**src/rtl/ifg_pkg.sv**
```systemverilog
package ifg_pkg;

  localparam int unsigned MIN_SHIFT = 11;
  localparam int unsigned SZ_W      = 5;

  typedef struct packed {
    logic [SZ_W-1:0] size;
    logic            cmp;
    logic            grd;
    logic            sup;
    logic            en;
  } rgn_attr_t;

  typedef struct packed {
    logic cmp;
    logic grd;
    logic sup;
  } glob_attr_t;

  // number of low address bits a window of this size code ignores
  function automatic int unsigned size_shift(input logic [SZ_W-1:0] code,
                                             input int unsigned aw);
    int unsigned s;
    if (code == '0) s = MIN_SHIFT;
    else            s = int'(code) + MIN_SHIFT + 1;
    if (s > aw) s = aw;
    return s;
  endfunction

endpackage

```
**src/rtl/ifg_cfg_regs.sv**
```systemverilog
module ifg_cfg_regs
  import ifg_pkg::*;
#(
  parameter int ADDR_W  = 32,
  parameter int NUM_RGN = 4,
  parameter int CA_W    = 4
) (
  input  logic                              clk,
  input  logic                              rst,
  input  logic                              cfg_we,
  input  logic [CA_W-1:0]                   cfg_addr,
  input  logic [ADDR_W-1:0]                 cfg_wdata,
  output logic [ADDR_W-1:0]                 cfg_rdata,
  output logic [NUM_RGN-1:0][ADDR_W-1:0]    base_o,
  output rgn_attr_t [NUM_RGN-1:0]           attr_o,
  output glob_attr_t                        glob_o
);

  localparam int GLB_SEL = 2 * NUM_RGN;

  logic             unused_wd;
  logic [ADDR_W-1:0] rd_c;
  glob_attr_t       glob_q;

  assign unused_wd = ^cfg_wdata[7:4];

  for (genvar g = 0; g < NUM_RGN; g++) begin : g_rgn
    logic [ADDR_W-1:MIN_SHIFT] base_q;
    rgn_attr_t                 attr_q;

    always_ff @(posedge clk) begin
      if (rst) begin
        base_q <= '0;
        attr_q <= '0;
      end else begin
        if (cfg_we && cfg_addr == CA_W'(2 * g))
          base_q <= cfg_wdata[ADDR_W-1:MIN_SHIFT];
        if (cfg_we && cfg_addr == CA_W'(2 * g + 1)) begin
          attr_q.size <= cfg_wdata[8+SZ_W-1:8];
          attr_q.cmp  <= cfg_wdata[3];
          attr_q.grd  <= cfg_wdata[2];
          attr_q.sup  <= cfg_wdata[1];
          attr_q.en   <= cfg_wdata[0];
        end
      end
    end

    assign base_o[g] = {base_q, {MIN_SHIFT{1'b0}}};
    assign attr_o[g] = attr_q;
  end

  always_ff @(posedge clk) begin
    if (rst) begin
      glob_q <= '0;
    end else if (cfg_we && cfg_addr == CA_W'(GLB_SEL)) begin
      glob_q.cmp <= cfg_wdata[3];
      glob_q.grd <= cfg_wdata[2];
      glob_q.sup <= cfg_wdata[1];
    end
  end

  assign glob_o = glob_q;

  always_comb begin
    rd_c = '0;
    for (int i = 0; i < NUM_RGN; i++) begin
      if (cfg_addr == CA_W'(2 * i)) rd_c = base_o[i];
      if (cfg_addr == CA_W'(2 * i + 1)) begin
        rd_c[8+SZ_W-1:8] = attr_o[i].size;
        rd_c[3:0]        = {attr_o[i].cmp, attr_o[i].grd, attr_o[i].sup, attr_o[i].en};
      end
    end
    if (cfg_addr == CA_W'(GLB_SEL))
      rd_c[3:0] = {glob_q.cmp, glob_q.grd, glob_q.sup, 1'b0};
  end

  always_ff @(posedge clk) begin
    if (rst) cfg_rdata <= '0;
    else     cfg_rdata <= rd_c;
  end

endmodule

```
**src/rtl/ifg_rgn_match.sv**
```systemverilog
module ifg_rgn_match
  import ifg_pkg::*;
#(
  parameter int ADDR_W = 32
) (
  input  logic [ADDR_W-1:0] addr,
  input  logic [ADDR_W-1:0] base,
  input  rgn_attr_t         attr,
  output logic              hit
);

  int unsigned shift_c;
  logic        diff_c;

  always_comb begin
    shift_c = size_shift(attr.size, ADDR_W);
    diff_c  = 1'b0;
    for (int b = 0; b < ADDR_W; b++) begin
      if (b >= int'(shift_c)) diff_c = diff_c | (addr[b] ^ base[b]);
    end
    hit = attr.en & ~diff_c;
  end

endmodule

```
**src/rtl/ifg_resolve.sv**
```systemverilog
module ifg_resolve
  import ifg_pkg::*;
#(
  parameter int NUM_RGN = 4,
  parameter int IDX_W   = 2
) (
  input  logic                    clk,
  input  logic                    rst,
  input  logic [NUM_RGN-1:0]      hit,
  input  rgn_attr_t [NUM_RGN-1:0] attr,
  input  glob_attr_t              glob,
  input  logic                    f_valid,
  input  logic                    f_user,
  input  logic                    f_spec,
  input  logic                    f_prot_en,
  output logic                    r_valid,
  output logic                    r_fault,
  output logic                    r_hit,
  output logic [IDX_W-1:0]        r_region,
  output logic                    r_super,
  output logic                    r_guard,
  output logic                    r_comp
);

  logic             found_c;
  logic [IDX_W-1:0] idx_c;
  glob_attr_t       sel_c;
  logic             fault_c;

  // lowest index has priority: scan downward so it is written last
  always_comb begin
    found_c = 1'b0;
    idx_c   = '0;
    sel_c   = glob;
    for (int i = NUM_RGN - 1; i >= 0; i--) begin
      if (hit[i]) begin
        found_c   = 1'b1;
        idx_c     = IDX_W'(i);
        sel_c.cmp = attr[i].cmp;
        sel_c.grd = attr[i].grd;
        sel_c.sup = attr[i].sup;
      end
    end
    fault_c = f_valid & f_prot_en &
              ((f_user & sel_c.sup) | (f_spec & sel_c.grd));
  end

  always_ff @(posedge clk) begin
    if (rst) begin
      r_valid  <= 1'b0;
      r_fault  <= 1'b0;
      r_hit    <= 1'b0;
      r_region <= '0;
      r_super  <= 1'b0;
      r_guard  <= 1'b0;
      r_comp   <= 1'b0;
    end else begin
      r_valid  <= f_valid;
      r_fault  <= fault_c;
      r_hit    <= found_c;
      r_region <= idx_c;
      r_super  <= sel_c.sup;
      r_guard  <= sel_c.grd;
      r_comp   <= sel_c.cmp;
    end
  end

endmodule

```
**src/rtl/ifetch_guard.sv**
```systemverilog
module ifetch_guard
  import ifg_pkg::*;
#(
  parameter int ADDR_W  = 32,
  parameter int NUM_RGN = 4,
  parameter int CA_W    = 4
) (
  input  logic                       clk,
  input  logic                       rst,
  input  logic                       cfg_we,
  input  logic [CA_W-1:0]            cfg_addr,
  input  logic [ADDR_W-1:0]          cfg_wdata,
  output logic [ADDR_W-1:0]          cfg_rdata,
  input  logic                       f_valid,
  input  logic [ADDR_W-1:0]          f_addr,
  input  logic                       f_user,
  input  logic                       f_spec,
  input  logic                       f_prot_en,
  output logic                       r_valid,
  output logic                       r_fault,
  output logic                       r_hit,
  output logic [$clog2(NUM_RGN)-1:0] r_region,
  output logic                       r_super,
  output logic                       r_guard,
  output logic                       r_comp
);

  localparam int IDX_W = $clog2(NUM_RGN);

  logic [NUM_RGN-1:0][ADDR_W-1:0] base_w;
  rgn_attr_t [NUM_RGN-1:0]        attr_w;
  glob_attr_t                     glob_w;
  logic [NUM_RGN-1:0]             hit_w;

  ifg_cfg_regs #(
    .ADDR_W (ADDR_W),
    .NUM_RGN(NUM_RGN),
    .CA_W   (CA_W)
  ) u_regs (
    .clk      (clk),
    .rst      (rst),
    .cfg_we   (cfg_we),
    .cfg_addr (cfg_addr),
    .cfg_wdata(cfg_wdata),
    .cfg_rdata(cfg_rdata),
    .base_o   (base_w),
    .attr_o   (attr_w),
    .glob_o   (glob_w)
  );

  for (genvar g = 0; g < NUM_RGN; g++) begin : g_cmp
    ifg_rgn_match #(.ADDR_W(ADDR_W)) u_match (
      .addr(f_addr),
      .base(base_w[g]),
      .attr(attr_w[g]),
      .hit (hit_w[g])
    );
  end

  ifg_resolve #(
    .NUM_RGN(NUM_RGN),
    .IDX_W  (IDX_W)
  ) u_res (
    .clk      (clk),
    .rst      (rst),
    .hit      (hit_w),
    .attr     (attr_w),
    .glob     (glob_w),
    .f_valid  (f_valid),
    .f_user   (f_user),
    .f_spec   (f_spec),
    .f_prot_en(f_prot_en),
    .r_valid  (r_valid),
    .r_fault  (r_fault),
    .r_hit    (r_hit),
    .r_region (r_region),
    .r_super  (r_super),
    .r_guard  (r_guard),
    .r_comp   (r_comp)
  );

endmodule

```
**config.mk**
```make
export PLATFORM = sky130hd
export DESIGN_NAME = ifetch_guard
export DESIGN_NICKNAME = d
export VERILOG_FILES = /design/src/rtl/ifg_pkg.sv /design/src/rtl/ifg_cfg_regs.sv /design/src/rtl/ifg_rgn_match.sv /design/src/rtl/ifg_resolve.sv /design/src/rtl/ifetch_guard.sv
export SDC_FILE = /design/constraint.sdc
export NUM_CORES = 1
export LEC_CHECK = 0
export BUFFER_PORTS_ARGS = -buffer_cell sky130_fd_sc_hd__buf_2
export CORE_UTILIZATION = 39
export DETAILED_ROUTE_END_ITERATION = 16
export PLACE_DENSITY = 0.55
export SLEW_MARGIN = 5
export SYNTH_ARGS = -nofsm -noshare
export SYNTH_HDL_FRONTEND = slang
export SYNTH_SLANG_ARGS = --single-unit
```
**constraint.sdc**
```tcl
create_clock -name clk -period 11.5 [get_ports clk]
set_input_delay 1.725 -clock clk [delete_from_list [all_inputs] [get_ports clk]]
set_output_delay 1.725 -clock clk [all_outputs]
set_load 0.05 [all_outputs]
```
==> results of run 1 <==
==> critical path, cell delays in order, from the launching register on <==
cell	delay, ns
dfxtp_1	0.77
inv_1	0.26
ha_1	0.64
nor4_1	0.11
or3_1	0.39
o211ai_1	0.47
a22o_1	0.20
o21ai_0	0.08
o41ai_1	0.77
and2_1	0.28
o211ai_1	0.12
mux2_4	0.27
a221oi_1	0.68
o22ai_1	0.12
==> final cells by class <==
cell class | count | share of cell area
tap | 335 | 0.0364
multi-input combinational | 1156 | 0.575
clock inverter | 13 | 0.0133
timing repair buffer | 118 | 0.0541
inverter | 21 | 0.00684
clock buffer | 18 | 0.0381
sequential | 159 | 0.276
==> cell usage after synthesis (11+ instances only) <==
| library cell | count |
|---|---|
| nand2b_1 | 19 |
| and2_1 | 16 |
| dfxtp_1 | 159 |
| nand2_1 | 294 |
| nor2_1 | 73 |
| xnor2_1 | 46 |
| a21oi_1 | 218 |
| ha_1 | 11 |
| nor4_1 | 11 |
| or3_1 | 11 |
| inv_1 | 21 |
| clkbuf_1 | 93 |
| o21ai_0 | 73 |
| xor2_1 | 49 |
| and3_1 | 12 |
| a22oi_1 | 13 |
| nand3_1 | 59 |
| nor3_1 | 41 |
==> power by group <==
part / switching, W / total, W / internal, W
Combinational: 0.000130 / 0.000185 / 0.0000551
Clock: 0.000277 / 0.000591 / 0.000313
Sequential: 0.00000811 / 0.000565 / 0.000557
Total: 0.000416 / 0.00134 / 0.000926
==> logic make-up after synthesis <==
group	after synthesis
xor gates and xnor gates	95
muxes	9
other	1
DFF	159
adders and majority gates	12
and+or+nand+nor	596
AOI/OAI and AO/OA	440
buffers and inverters	132
==> worst paths after layout <==
kind                                  start                            end  slack [ns]  depth (start not counted)
min           u_regs.attr_o[1]$_SDFFE_PP0P_  u_regs.attr_o[1]$_SDFFE_PP0P_        0.48                          2
max reg2reg  u_regs.attr_o[31]$_SDFFE_PP0P_       u_res.r_fault$_SDFF_PP0_        6.19                         13
min reg2reg   u_regs.attr_o[1]$_SDFFE_PP0P_  u_regs.attr_o[1]$_SDFFE_PP0P_        0.48                          2
max          u_regs.attr_o[31]$_SDFFE_PP0P_       u_res.r_fault$_SDFF_PP0_        6.19                         13
==> routing by layer <==
layer  routed length (um)  vias to the layer above  track usage  share of wire
li1                     -                     5178            -              -
met4                  928                        0       0.0884          0.023
met2                17800                      435        0.457           0.44
met1                18600                     5151        0.423           0.46
met5                    0                        -            0              0
met3                 2790                       55       0.0442          0.069
==> flip-flops by register name (all words and copies together), names as in the netlist <==
name,count
u_regs.cfg_rdata,28
u_res.r_comp,1
u_regs.g_rgn.base_q,84
u_regs.glob_o,3
u_res.r_fault,1
u_res.r_region,2
u_res.r_valid,1
u_res.r_hit,1
u_res.r_guard,1
u_regs.attr_o,36
u_res.r_super,1
==> stage by stage <==
step                instances  total power [W]  area, sq um
finish                   1820          0.00134        11500
CTS                      1820          0.00134        11500
global route             1820          0.00138        11500
detailed placement       1789         0.000759        10900
global placement         1789         0.000759        10900
floorplan                1447         0.000686        10300
==> reports/metrics.cfg, run 1 <==
[sta]
grt_setup_unrepaired = false
finalWorstPathRequiredPeriod_ns = 5.31
final_max_slew_viol_count = 0
worst_pin_slew_ns = 1.14
max_clock_freq_ghz = 0.188
count_of_final_hold_check_violations = 0
fin_setup_tns_ns = 0
finalClockSkew_ns = 0.0137
hold_slack_ns = 0.475
maxSlewHeadroom = 0.235
finalWorstSetupSlack_ns = 6.19
post-route-period-util = 0.462
timing.final.setup_violations = 0

[detailed_routing]
routedWlPerCell_um = 22.1
routed_via_density = 5.94
dr_total_vias = 10819
ant_nets = 0
route.final.wire_length_um = 40200
drt_iter0_markers = 1194
drt_pre_antenna_iters = 6
remaining_drc_errors = 0

[clocking]
postCtsResizedCells = 0
clk_latency_ns = 0.45
cts_tree = built
clock_tree.htree_level_count = 4
worst_setup_hold_path_clk_slew_ns = 0.08
cts_sinks = 159
cts_post_setup_buffers_inserted = 0
hold_buffers = 0
clockBufferDepth = 2
cts_root_buf = clkbuf_16
cts_made_buffers = 17

[yosys]
ys_ff_latch = 159
synth.avg_cell_area_sq_um = 7.14
postSynthCellCount = 1444
yosys.area.top_type_share = 0.309
synthSimpleGateAreaFrac = 0.270
ys.warnings.count = 0
synth_mux_area_frac = 0.00971
synth_xor_area_frac = 0.0807
synth_edf_count = 0
seq_area_frac_synth = 0.309
synth-async-reset-ratio = 0
yosys.cell_types.count = 88
synthesis.area_sq_mm = 0.0103
synth_compound_gate_area_share = 0.263
yosys.area_share.adder = 0.0143
synth_top_family_by_area = simple AND/OR/NAND/NOR gates
synth_ff_type = dfxtp_1
ys_top_cells_by_area = dfxtp_1 31%, nand2_1 11%, a21oi_1 11%
synthDominantAreaCellType = dfxtp_1

[cells_and_area]
final_net_count = 1559
final_layout_size_suffix_gt1_frac = 0.121
finalCoreUtilization = 0.443
commonest_non_fill_non_tap_cells_in_the_layout = 294 x nand2_1, 218 x a21oi_1, 159 x dfxtp_1
syn_to_final_growth_pct = 11.8
insertedDiodeCount = 0
fill_cells = 2755
sequential_cell_area_sq_mm = 0.00318
area_taken_by_multi_input_logic_gates_sq_mm = 0.00662
final_common_cell = nand2_1

[worst_setup_path]
path_class = reg -> reg
start_kind = flop
critPathCaptureType = flop
critPathMaxFanout = 16
worst_ep_required_time_ns = 11.79
cp.arrival_ns = 5.60

[worst_hold_path]
hp-class = reg -> reg

[pwr]
power-per-cell-area_mw_per_mm2 = 116
static-leakage-power_nw = 4.15
largest_vdd_supply_drop_mv = 0.0989

[placement]
io_buffer_count = 106
dp_hpwl_um = 28900
gp_congestion = 0.944
placement.setup.worst_slack_ns = 6.12

[die]
dieHeight_um = 165
fp-row-count = 59
floorplan.die.width_um = 165
floorplan.die_area_sq_mm = 0.0271
core_sq_mm = 0.0260
initial_util = 0.397
io_pins = 115

[grt]
global_routing_usage_summed_across_all_routing_layers = 0.296
initial_antenna_violation_count = 0
grt_pass1_vias = 9619
global_route_wire_length_before_repair_um = 60100
grt_max_degree = 97
globalRouteOverflowTotal = 0

[outcome]
outcome = finished clean

[run]
maxcap_viol_count = 0

Note: power is estimated with default switching activity, not from simulation.
==> run 2, diff against run 1 <==
--- a/config.mk
+++ b/config.mk
@@ -8,7 +8,7 @@
 export BUFFER_PORTS_ARGS = -buffer_cell sky130_fd_sc_hd__buf_2
 export CORE_UTILIZATION = 39
 export DETAILED_ROUTE_END_ITERATION = 16
-export PLACE_DENSITY = 0.55
+export PLACE_DENSITY = 0.57
 export SLEW_MARGIN = 5
 export SYNTH_ARGS = -nofsm -noshare
 export SYNTH_HDL_FRONTEND = slang
==> constraint.sdc (replaced) <==
create_clock -name clk -period 4.78 [get_ports clk]
set_input_delay 0.717 -clock clk [delete_from_list [all_inputs] [get_ports clk]]
set_output_delay 0.717 -clock clk [all_outputs]
set_load 0.05 [all_outputs]
==> reports/metrics.cfg, run 2 (same netlist as run 1, synthesis figures left out) <==
[pwr]
static-leakage-power_nw = 4.26  ; +2.8%
power-per-cell-area_mw_per_mm2 = 279  ; +140%
largest_vdd_supply_drop_mv = 0.146  ; +48%
p_total_w = 0.00326  ; +140%

[grt]
grt_max_degree = 106  ; +9.3%
globalRouteOverflowTotal = 0  ; unchanged
global_routing_usage_summed_across_all_routing_layers = 0.297  ; +0.000531
grt_pass1_vias = 9741  ; +1.3%
initial_antenna_violation_count = 1  ; +1
global_route_wire_length_before_repair_um = 60100  ; about the same

[placement]
io_buffer_count = 106  ; unchanged
place_area_sq_mm = 0.0111  ; +1.4%
dp_hpwl_um = 29300  ; +1.3%
place.detailed.instances = 1808  ; +1.1%
gp_congestion = 0.991  ; +5.0%

[worst_hold_path]
holdPathEnd = u_regs.glob_o[2]$_SDFFE_PP0P_
holdPathStages = 2  ; unchanged
holdCritStartpoint = u_regs.glob_o[2]$_SDFFE_PP0P_
hp-class = reg -> reg

[clocking]
postCtsResizedCells = 0  ; unchanged
clock_tree.htree_level_count = 4  ; unchanged
clk_latency_ns = 0.45  ; about the same
cts_root_buf = clkbuf_16
worst_setup_hold_path_clk_slew_ns = 0.08  ; about the same
clockBufferDepth = 2  ; unchanged
cts_post_setup_buffers_inserted = 0  ; unchanged
hold_buffers = 0  ; unchanged
cts_sinks = 159  ; unchanged
cts_tree = built
cts_made_buffers = 17  ; unchanged

[worst_setup_path]
worst_ep_required_time_ns = 5.11  ; -6.68 ns
critPathMaxFanout = 10  ; -6
critPathBufInv = 2  ; +1
crit_slowest_cell = or4b_1
cp.arrival_ns = 4.87  ; -0.73 ns
worst_r2r_startpoint = u_regs.attr_o[25]$_SDFFE_PP0P_
reg2reg_depth = 14  ; +1
cp_cell_sequence = inv_1 > ha_1 > nor2b_2 > or3_4 > a22o_4 > a211oi_1 > o221ai_1 > nor4_1 > a41oi_1 > or4b_1 > mux2_1 > a221oi_1 > buf_4 > o22ai_1
path_class = reg -> reg
critPathCaptureType = flop
crit_family = simple AND/OR/NAND/NOR gates
reg2reg_to = u_res.r_fault$_SDFF_PP0_
start_kind = flop
r2r_setup_slack_ns = 0.25  ; -5.95 ns
critical_path.max_stage_delay_ns = 0.75  ; -0.02 ns

[detailed_routing]
drt_pre_antenna_iters = 5  ; -1
drt_iter0_markers = 1250  ; +4.7%
routed_via_density = 5.94  ; about the same
remaining_drc_errors = 0  ; unchanged
ant_nets = 0  ; unchanged
routedWlPerCell_um = 21.7  ; -1.7%
route.final.wire_length_um = 39900  ; -0.58%
dr_total_vias = 10938  ; +1.1%

[sta]
count_of_final_hold_check_violations = 0  ; unchanged
maxSlewHeadroom = 0.240  ; +0.00489
fin_setup_tns_ns = 0  ; unchanged
worst_pin_slew_ns = 1.14  ; -0.00457 ns
post-route-period-util = 0.949  ; +0.487
grt_setup_unrepaired = false
finalWorstPathRequiredPeriod_ns = 4.53  ; -0.774 ns
timing.final.setup_violations = 0  ; unchanged
final_max_slew_viol_count = 0  ; unchanged
finalClockSkew_ns = 0.0158  ; +0.00209 ns
max_clock_freq_ghz = 0.221  ; +17%

[cells_and_area]
final_layout_size_suffix_gt1_frac = 0.133  ; +0.0117
final_net_count = 1578  ; +1.2%
registers.top_by_ff_count = u_regs.g_rgn.base_q
finalCoreUtilization = 0.450  ; +0.00693
final_area_sq_mm = 0.0117  ; +1.6%
commonest_non_fill_non_tap_cells_in_the_layout = 294 x nand2_1, 218 x a21oi_1, 159 x dfxtp_1
finish.cell_count_without_fillers = 1840  ; +1.1%
largest_register_ffs = 84  ; unchanged
final_common_cell = nand2_1
syn_to_final_growth_pct = 13.5
insertedDiodeCount = 0  ; unchanged

[die]
dieHeight_um = 165  ; unchanged
io_pins = 115  ; unchanged
core_sq_mm = 0.0260  ; unchanged
floorplan.die.width_um = 165  ; unchanged
initial_util = 0.397  ; unchanged
fp-row-count = 59  ; unchanged
floorplan.die_area_sq_mm = 0.0271  ; unchanged

[run]
maxcap_viol_count = 0  ; unchanged

[outcome]
outcome = finished clean

## run 2: changes by cell type in the layout (fill, tap and decap cells not counted), sizes merged
cell and delta:
clkinv +2, buf +19, clkbuf -1, inv +1, clkinvlp -1
## run 2: where the power goes
part	switching, W	internal [W]
clock	0.000694	0.000757
sequential	0.0000174	0.00134
combinational	0.000314	0.000138
total	0.00103	0.00224
## run 2: final cells by class
cell class,count,area (sq um)
Sequential cell,159,3180
Clock inverter,15,191
Timing Repair Buffer,137,778
Multi-Input combinational cell,1156,6620
Clock buffer,17,425
Fill cell,2665,14300
Inverter,21,78.8
Tap cell,335,419
## run 2: worst register-to-register path, delay by kind of cell, from the launching register on
| kind | cells | cell delay [ns] |
|---|---|---|
| adders and majority gates | 1 | 0.19 |
| muxes | 1 | 0.39 |
| AOI/OAI and AO/OA | 6 | 1.44 |
| DFF | 1 | 0.53 |
| and+or+nand+nor | 4 | 1.57 |
| buffers and inverters | 2 | 0.31 |
## run 2: per-stage QoR
step                setup WS, ns  hold slack, ns
floorplan                  0.872           0.444
global placement           0.332           0.461
detailed placement         0.335           0.469
global route              0.0178           0.491
CTS                        0.282           0.478
finish                     0.245           0.477
## run 2: worst max-delay path by stage
stage,from,to,depth (start not counted),slack (ns)
2_1_floorplan,u_regs.attr_o[4]$_SDFFE_PP0P_,u_res.r_fault$_SDFF_PP0_,16,0.87
3_3_place_gp,u_regs.attr_o[25]$_SDFFE_PP0P_,u_res.r_fault$_SDFF_PP0_,14,0.33
3_5_place_dp,u_regs.attr_o[25]$_SDFFE_PP0P_,u_res.r_fault$_SDFF_PP0_,14,0.33
4_1_cts,u_regs.attr_o[25]$_SDFFE_PP0P_,u_res.r_super$_SDFF_PP0_,14,0.28
5_1_grt,u_regs.attr_o[25]$_SDFFE_PP0P_,u_res.r_super$_SDFF_PP0_,14,0.02
6_report,u_regs.attr_o[25]$_SDFFE_PP0P_,u_res.r_fault$_SDFF_PP0_,14,0.25
## run 2: per-layer routing
layer | part of all wire | GRT usage | routed length (um) | vias up
met5 | 0.00030 | 0 | 12 | -
met4 | 0.035 | 0.115 | 1410 | 2
met3 | 0.084 | 0.0515 | 3370 | 75
met2 | 0.43 | 0.438 | 17100 | 478
met1 | 0.45 | 0.426 | 18100 | 5178
li1 | - | - | - | 5205
==> run 3, diff against run 2 <==
--- a/config.mk
+++ b/config.mk
@@ -8,7 +8,7 @@
 export BUFFER_PORTS_ARGS = -buffer_cell sky130_fd_sc_hd__buf_2
 export CORE_UTILIZATION = 39
 export DETAILED_ROUTE_END_ITERATION = 16
-export PLACE_DENSITY = 0.57
+export PLACE_DENSITY = 0.55
 export SLEW_MARGIN = 5
 export SYNTH_ARGS = -nofsm -noshare
 export SYNTH_HDL_FRONTEND = slang
==> constraint.sdc (replaced) <==
create_clock -name clk -period 5.2 [get_ports clk]
set_input_delay 0.78 -clock clk [delete_from_list [all_inputs] [get_ports clk]]
set_output_delay 0.78 -clock clk [all_outputs]
set_load 0.05 [all_outputs]
==> reports/metrics.cfg, run 3 (same netlist as run 1, synthesis figures left out) <==
[sta]
worst_pin_slew_ns = 1.15  ; +0.00704 ns
max_clock_freq_ghz = 0.213  ; -3.3%
finalWorstPathRequiredPeriod_ns = 4.69  ; +0.154 ns
count_of_final_hold_check_violations = 0  ; unchanged
fin_setup_tns_ns = 0  ; unchanged
post-route-period-util = 0.902  ; -0.0470
grt_setup_unrepaired = false
hold_slack_ns = 0.482  ; +0.00464 ns
timing.final.setup_violations = 0  ; unchanged
final_max_slew_viol_count = 0  ; unchanged
finalWorstSetupSlack_ns = 0.511  ; +0.266 ns
maxSlewHeadroom = 0.234  ; -0.00584
finalClockSkew_ns = 0.0144  ; -0.00142 ns

[pwr]
largest_vdd_supply_drop_mv = 0.200  ; +37%
power_frac_clock = 0.450  ; +0.005
static-leakage-power_nw = 4.22  ; -1.1%
p_total_w = 0.00302  ; -7.3%
power.share.switching = 0.331  ; +0.0163
netSwitchingPower_w = 0.00100  ; -2.5%
power-per-cell-area_mw_per_mm2 = 260  ; -6.9%
power_report.internal_total_w = 0.00202  ; -9.5%
combinationalPowerShare = 0.137  ; -0.002
part_of_the_total_power_dissipated_in_sequential_elements = 0.413  ; -0.003

[cells_and_area]
final_common_cell = nand2_1
final_net_count = 1570  ; -0.51%
syn_to_final_growth_pct = 13.0
registers.top_by_ff_count = u_regs.g_rgn.base_q
final_area_sq_mm = 0.0116  ; -0.47%
fill_cells = 2697  ; +1.2%
commonest_non_fill_non_tap_cells_in_the_layout = 294 x nand2_1, 218 x a21oi_1, 159 x dfxtp_1
largest_register_ffs = 84  ; unchanged
final_layout_size_suffix_gt1_frac = 0.128  ; -0.00463
sequential_cell_area_sq_mm = 0.00318  ; unchanged
area_taken_by_multi_input_logic_gates_sq_mm = 0.00662  ; unchanged

[worst_setup_path]
start_kind = flop
crit_slowest_cell = or4b_1
cp.arrival_ns = 5.03  ; +0.16 ns
critPathMaxFanout = 10  ; unchanged
cp_cell_sequence = inv_1 > ha_1 > nor2b_2 > o21ai_0 > nand4_1 > a211oi_1 > o221ai_1 > nor4_1 > a41oi_1 > or4b_1 > mux2_4 > a221oi_1 > buf_4 > o22ai_1
crit_family = simple AND/OR/NAND/NOR gates
critPathCaptureType = flop
path_class = reg -> reg
worst_ep_required_time_ns = 5.55  ; +0.44 ns
critical_path.max_stage_delay_ns = 0.73  ; -0.02 ns
critPathBufInv = 2  ; unchanged

[clocking]
cts_post_setup_buffers_inserted = 0  ; unchanged
clockBufferDepth = 2  ; unchanged
cts_root_buf = clkbuf_16
worst_setup_hold_path_clk_slew_ns = 0.08  ; about the same
cts_tree = built
cts_made_buffers = 17  ; unchanged
cts_sinks = 159  ; unchanged
postCtsResizedCells = 0  ; unchanged
clock_tree.htree_level_count = 4  ; unchanged
clk_latency_ns = 0.46  ; about the same
hold_buffers = 0  ; unchanged

[die]
floorplan.die_area_sq_mm = 0.0271  ; unchanged
initial_util = 0.397  ; unchanged
io_pins = 115  ; unchanged
fp-row-count = 59  ; unchanged
dieHeight_um = 165  ; unchanged
floorplan.die.width_um = 165  ; unchanged
core_sq_mm = 0.0260  ; unchanged

[placement]
dp_hpwl_um = 29400  ; +0.43%
gp_congestion = 0.919  ; -7.3%
placement.setup.worst_slack_ns = 0.638  ; +0.303 ns
io_buffer_count = 106  ; unchanged
place_area_sq_mm = 0.0110  ; -0.65%

[grt]
grt_max_degree = 61  ; -42%
initial_antenna_violation_count = 3  ; +2
globalRouteMet3Util = 0.0560  ; +0.00452
global_routing_usage_summed_across_all_routing_layers = 0.301  ; +0.00451
grt_busiest_layer = met2
globalRouteOverflowTotal = 0  ; unchanged
globalRouteMet1Util = 0.420  ; -0.00575
grt_pass1_vias = 9754  ; +0.13%
met2_usage_grt = 0.454  ; +0.0160
global_route_wire_length_before_repair_um = 60700  ; +0.92%

[worst_hold_path]
hp-class = reg -> reg

[detailed_routing]
remaining_drc_errors = 0  ; unchanged
dr_total_vias = 10962  ; +0.22%
routed_via_density = 5.98  ; +0.55%
route.final.wire_length_um = 40700  ; +1.9%
routedWlPerCell_um = 22.2  ; +2.3%
drt_iter0_markers = 1274  ; +1.9%
drt_pre_antenna_iters = 6  ; +1
ant_nets = 0  ; unchanged

[outcome]
outcome = finished clean

[run]
maxcap_viol_count = 0  ; unchanged

run 3: cell types whose count changed in the layout (fill, tap and decap cells not counted):
cell,before,now
buf_4,31,24
inv_12,0,3
inv_8,5,2
clkinv_8,4,6
diode_2,0,2
buf_12,1,0
bufinv_16,1,0
clkinv_2,1,0
clkinv_4,2,1
inv_6,2,3
run 3: final cells by class:
type | count | share of cell area
flip-flops and latches | 159 | 0.273
well taps | 335 | 0.0360
repair buffers | 129 | 0.0606
inverters | 21 | 0.00677
diodes | 2 | 0.000430
clock inverters | 15 | 0.0175
multi-input cells | 1156 | 0.569
clock buffers | 17 | 0.0365
run 3: per-layer routing:
metal,wire length [um],up-vias,share of wire
met1,18100,5194,0.44
met4,1450,2,0.036
met5,12,-,0.00029
li1,-,5193,-
met3,3420,79,0.084
met2,17700,494,0.44
run 3: worst min-delay path, cell delays in order (launching register included):
cell and delay [ns]:
dfxtp_1 0.33, nand2_1 0.06, a21oi_1 0.05
run 3: power groups by stage:
stage          Sequential, W  Clock (W)  Combinational (W)
2_1_floorplan        0.00128          0           0.000234
3_3_place_gp         0.00128          0           0.000406
3_5_place_dp         0.00128          0           0.000406
4_1_cts              0.00125    0.00138           0.000407
5_1_grt              0.00125    0.00142           0.000441
6_report             0.00125    0.00136           0.000415
run 3: final timing paths:
kind                                                                 to  slack [ns]                                    start  cells past startpoint
worst max-delay path                           u_res.r_fault$_SDFF_PP0_        0.51           u_regs.attr_o[25]$_SDFFE_PP0P_                     14
worst min-delay path            u_regs.g_rgn[2].base_q[22]$_SDFFE_PP0P_        0.48  u_regs.g_rgn[2].base_q[22]$_SDFFE_PP0P_                      2
worst max register to register                 u_res.r_fault$_SDFF_PP0_        0.51           u_regs.attr_o[25]$_SDFFE_PP0P_                     14
worst min register to register  u_regs.g_rgn[2].base_q[22]$_SDFFE_PP0P_        0.48  u_regs.g_rgn[2].base_q[22]$_SDFFE_PP0P_                      2
run 3: per-stage QoR:
stage / cells / utilization
floorplan: 1447 / -
global placement: 1800 / 0.424
detailed placement: 1800 / 0.424
CTS: 1832 / 0.448
global route: 1832 / 0.448
finish: 1834 / 0.448
